[config.mk]
export PLATFORM = sky130hd
export DESIGN_NAME = sdclk_ctrl
export DESIGN_NICKNAME = d
export VERILOG_FILES = /design/src/rtl/sdclk_ctrl.sv
export SDC_FILE = /design/constraint.sdc
export NUM_CORES = 1
export LEC_CHECK = 0
export BUFFER_PORTS_ARGS = -buffer_cell sky130_fd_sc_hd__buf_2
export CORE_AREA = 4 4 70 72
export CTS_CLUSTER_DIAMETER = 150
export DETAILED_ROUTE_END_ITERATION = 10
export DIE_AREA = 0 0 74 76
export PLACE_DENSITY = 0.66
export SLEW_MARGIN = 10
export SYNTH_ARGS = -nofsm -noshare
export SYNTH_HDL_FRONTEND = slang
export SYNTH_SLANG_ARGS = --single-unit
[constraint.sdc]
create_clock -name clk -period 2.8 [get_ports clk]
set_input_delay 0.42 -clock clk [delete_from_list [all_inputs] [get_ports clk]]
set_output_delay 0.42 -clock clk [all_outputs]
set_load 0.03 [all_outputs]
[src/rtl/sdclk_ctrl.sv]
module sdclk_ctrl #(
  parameter int SEL_W  = 8,
  parameter int SETTLE = 8
) (
  input  logic               clk,
  input  logic               rst_n,
  input  logic               wr_en,
  input  logic [SEL_W+7:0]   wr_data,
  output logic [SEL_W+7:0]   rd_data,
  output logic               card_clk
);
  localparam int REG_W = SEL_W + 8;
  localparam int CW    = $clog2(SETTLE + 1);
  localparam logic [SEL_W-1:0] ONE = 1;
  localparam logic [CW-1:0]    LAST = CW'(SETTLE - 1);

  logic [SEL_W-1:0] sel_q, act_sel, div_cnt;
  logic [CW-1:0]    settle_q;
  logic             int_en_q, card_en_q, stable_q, div_q, run_lo;
  logic             run, bypass;

  assign run     = card_en_q & stable_q;
  assign bypass  = (act_sel == '0);
  assign rd_data = {sel_q, 5'b0, card_en_q, stable_q, int_en_q};
  assign card_clk = bypass ? (clk & run_lo) : div_q;

  always_ff @(posedge clk or negedge rst_n) begin
    if (!rst_n) begin
      sel_q     <= '0;
      act_sel   <= '0;
      int_en_q  <= 1'b0;
      card_en_q <= 1'b0;
    end else if (wr_en) begin
      sel_q     <= wr_data[REG_W-1:8];
      int_en_q  <= wr_data[0];
      card_en_q <= wr_data[2];
      if (wr_data[0] && !int_en_q) act_sel <= wr_data[REG_W-1:8];
    end
  end

  always_ff @(posedge clk or negedge rst_n) begin
    if (!rst_n) begin
      stable_q <= 1'b0;
      settle_q <= '0;
    end else if (wr_en && !wr_data[0]) begin
      stable_q <= 1'b0;
      settle_q <= '0;
    end else if (int_en_q && !stable_q) begin
      if (settle_q == LAST) stable_q <= 1'b1;
      else                  settle_q <= settle_q + 1'b1;
    end
  end

  always_ff @(posedge clk or negedge rst_n) begin
    if (!rst_n) begin
      div_cnt <= '0;
      div_q   <= 1'b0;
    end else if (!run || bypass) begin
      div_cnt <= '0;
      div_q   <= 1'b0;
    end else if (div_cnt == act_sel - ONE) begin
      div_cnt <= '0;
      div_q   <= ~div_q;
    end else begin
      div_cnt <= div_cnt + ONE;
    end
  end

  always_ff @(negedge clk or negedge rst_n) begin
    if (!rst_n) run_lo <= 1'b0;
    else        run_lo <= run & bypass;
  end
endmodule

# After elaboration in Yosys (flattened, before gate mapping)
# Cells that the tools add are included.
# Widths: inputs -> output; s select.
[op_classes] bitwise=4 n_eq_ne=3 n_reduce_logical=15 n_mul=0 mux=11 n_addsub=3 n_div=0 order_cmp=0 shifts=0
[op_table] cell="$mux 8" n=2
[op_table] cell="$mux 4" n=3
[op_table] cell="$add 8x1->8 const B" n=1
[op_table] cell="$eq 8x8->1" n=1
[op_table] cell="$logic_not 8->1" n=1
[op_table] cell="$sub 8x1->8 const B" n=1
[op_table] cell="$mux 1" n=6
[op_table] cell="$reduce_and 2->1" n=3
[op_table] cell="$reduce_bool 2->1" n=3
[op_table] cell="$add 4x1->4 const B" n=1
[op_table] cell="$eq 4x3->1 const B" n=1
[op_table] cell="$logic_not 1->1" n=4
[op_table] cell="$and 1x1->1" n=3
[op_table] cell="$logic_and 1x1->1" n=3
[op_table] cell="$ne 2x2->1 const B" n=1
[op_table] cell="$logic_or 1x1->1" n=1
[op_table] cell="$not 1->1" n=1
[totals] latchBits=0 n_memories=0 rom_bits=0 ff_bits=33 ram_bits=0 output_inout_bits=17

# Depth between registers and ports, before layout
[depth] word_depth=4 depth_mapped=7 ltp_nobuf=7

==> results.toml <==
[timing]
slew_viol_final = 0
skew_ns = 0.0243
hold_viol_final = 0
rsz0062_at_grt = "true"
slew_headroom_pct = 58.3
worst-slew-pin-transition_ns = 0.622
postLayoutSetupSlackWorst_ns = -0.129
setup_viol = 2

[logic_synthesis]
ys_warn_count = 0
avgSynthCellArea_um2 = 11.3
ys_seq_elements = 33
syn_area_um2 = 1650
ys_types = 33
netlist_instances = 146
seq_area_frac_synth_pct = 50.2

[floorplan]
fp.dieW_um = 74
dieHeight_um = 76
start_util_pct = 38.3
rows = 24
core_um2 = 4290
pin_count = 36
dieArea_um2 = 5620

[worst_setup_path]
ff2ff_setup_slack_ns = 0.31
crit_end = "card_clk"
cp-start-kind = "register"
r2r-start = "act_sel[2]$_DFFE_PN0P_"
arrival_ns = 2.51
endpoint_kind = "primary output"
max_stage_delay_ns = 0.38
required_ns = 2.38
critPathBufInv = 1
crit_chain = "nand2_1 -> o21ai_2 -> buf_6"
r2r_end = "run_lo$_DFF_NN0_"
startpoint = "run_lo$_DFF_NN0_"
cp.depth = 3
crit_type = "reg2out"
cp_slowest_cell = "dfrtn_1"
path_max_fanout = 1
reg2regPathDepth = 3
crit_family = "flip-flops"

[finish]
design_area_um2 = 1920
drive_above_1_share_pct = 31.8
fill_cells = 426
layout.cells.non_filler = 228
antennaDiodeCount = 0
ff_latch_area_um2 = 826
multi_input_area_um2 = 764
final_nets = 200
area_delta_synth_final_pct = 16.8

[grt]
grt_first_pass_wirelength_mm = 5.26
grt_usage_pct = 12.8
antenna_found_initial = 0
grt_pass1_vias = 1182
grt_max_degree = 33
grt.overflow.total = 0

[status]
status = "finished, violations left"
violations = "negative setup slack"

[route]
dr.pass1.iters = 4
drt_iter0_markers = 49
wl_per_cell_um = 13.4
drc_errors = 0
ant_nets = 0
wl_mm = 3.06
vias_per_cell = 5.04
vias = 1149

[clocking]
cts_tree = "yes"
clk_pin_slew_ns = 0.06
insertion_delay_ns = 0.40

[place]
placedCellCount = 219
place_congestion = 0.807
hpwlAfterDp_mm = 2.22
port_buffers = 24
place_area_um2 = 1800

[power_and_ir_drop]
pwr-share-comb_pct = 21.8
p_switching_uw = 398
clkPwrFrac_pct = 32.4
peakVddDrop_v = 0.000268
p_int_uw = 924
pwr_density_cell_nw_per_um2 = 687
leakage_uw = 0.000886
pwr-share-seq_pct = 45.8
p_sw_share_pct = 30.1

[job]
cap_viol_max_count = 0

[worst_hold_path]
hp-class = "in2async"
-- synthesized netlist by cell type (all sizes together) --
cell type	instances	area share [%]
a21boi	1	0.46
a21oi	4	1.2
a31o	1	0.53
a31oi	2	0.76
and3	4	1.5
and3b	2	1.1
buf	8	3.6
clkbuf	1	0.23
conb	1	0.23
dfrtn	1	1.5
dfrtp	32	49
ha	4	3.0
inv	3	0.68
mux2	18	12
mux2i	1	0.61
nand2	4	0.91
nand3	6	1.8
nand3b	1	0.46
nand4	1	0.38
nand4b	1	0.53
nor2	18	4.1
nor2b	3	1.1
nor3	3	0.91
nor3b	1	0.46
nor4	1	0.76
o21ai	2	0.61
o22ai	1	0.38
o31ai	2	1.2
or3	1	0.38
or4	1	0.46
xnor2	8	4.3
xor2	9	4.8
-- cell families (layout without fill, tap and decap cells) --
| kind of cell | Yosys count | in the layout | share of synthesized area [%] |
|---|---|---|---|
| AND/OR/NAND/NOR | 47 | 47 | 14.9 |
| buffers and inverters | 12 | 38 | 4.56 |
| AO/OA/AOI/OAI | 13 | 13 | 5.17 |
| multiplexers | 19 | 19 | 12.9 |
| flip-flops | 33 | 33 | 50.2 |
| other | 1 | 5 | 0.228 |
| adder cells (fa/ha/maj) | 4 | 4 | 3.04 |
| XOR/XNOR | 17 | 17 | 9.04 |
-- metrics by stage --
stage / setup slack, ns / util [%] / total power [uW] / hold slack, ns / setup TNS (ns)
6_report: -0.129 / 44.8 / 1320 / 0.0740 / -0.129
3_5_place_dp: 0.284 / 41.9 / 902 / 0.494 / 0
3_3_place_gp: 0.288 / 41.9 / 892 / 0.485 / 0
2_1_floorplan: 0.123 / - / 831 / 0.124 / 0
4_1_cts: -0.158 / 44.8 / 1340 / 0.0973 / -0.158
5_1_grt: -0.187 / 44.8 / 1410 / 0.116 / -0.187
-- how the worst min path moves through the flow --
stage                              endpoint                 start  slack, ns  cells after the start
floorplan            act_sel[0]$_DFFE_PN0P_                 rst_n       0.12                      0
global placement       sel_q[7]$_DFFE_PN0P_  sel_q[7]$_DFFE_PN0P_       0.49                      1
detailed placement     sel_q[2]$_DFFE_PN0P_  sel_q[2]$_DFFE_PN0P_       0.49                      1
CTS                    sel_q[1]$_DFFE_PN0P_                 rst_n        0.1                      2
global route        settle_q[3]$_DFFE_PN0P_                 rst_n       0.12                      2
finish                    div_q$_DFFE_PN0P_                 rst_n       0.07                      2
-- per-layer routing --
metal / GRT usage (%) / routed length, um
met1: 15.1 / 1320
met2: 18.5 / 1500
met3: 6.46 / 188
met4: 7.07 / 57
met5: 0 / 0
-- sequential cells by signal, summed over array words and instances, names as in the netlist --
name,count
div_q,1
stable_q,1
run_lo,1
sel_q,8
div_cnt,8
int_en_q,1
settle_q,4
act_sel,8
card_en_q,1
-- worst reg2reg max path: stages (launching register included) --
cell     delay, ns
dfrtp_1       0.46
nor4_2        0.36
nand3_1       0.20
nor2_1        0.13
-- power by group through the flow --
| stage | Clock (uW) | Sequential [uW] | Combinational, uW |
|---|---|---|---|
| floorplan | 0.0434 | 622 | 209 |
| global placement | 0.0565 | 612 | 280 |
| detailed placement | 0.0565 | 614 | 289 |
| CTS | 448 | 605 | 292 |
| global route | 472 | 616 | 323 |
| finish | 428 | 606 | 288 |
-- placed cells by master (no fill, tap or decap), drive strengths merged --
master | Yosys | routed
o22ai | 1 | 1
nor2b | 3 | 3
buf | 8 | 26
inv | 3 | 3
nor3b | 1 | 1
and3 | 4 | 4
nor3 | 3 | 3
dfrtn | 1 | 1
xor2 | 9 | 9
a21oi | 4 | 4
xnor2 | 8 | 8
and3b | 2 | 2
nand3b | 1 | 1
o21ai | 2 | 2
ha | 4 | 4
nor4 | 1 | 1
or4 | 1 | 1
a31o | 1 | 1
clkinv | 0 | 1
nand4b | 1 | 1
nand4 | 1 | 1
mux2 | 18 | 18
nand3 | 6 | 6
a21boi | 1 | 1
o31ai | 2 | 2
or3 | 1 | 1
clkbuf | 1 | 8
nor2 | 18 | 18
mux2i | 1 | 1
nand2 | 4 | 4
a31oi | 2 | 2
dfrtp | 32 | 32
conb | 1 | 5
-- what timing repair did --
action | CTS | global route
gates resized for setup | 3 | 0
setup buffers | 0 | 0
endpoints found under the setup margin | 2 | 2
hold buffers | 0 | 0
-- layout make-up --
class                   count  share of cell area [%]
inverters                   3                   0.586
clock inverters             1                   0.260
repair buffers             25                    6.77
clock buffers               9                    6.31
flip-flops and latches     33                    42.9
multi-input cells         105                    39.8
well taps                  52                    3.38
No activity file was read; power rests on OpenSTA's default activity.
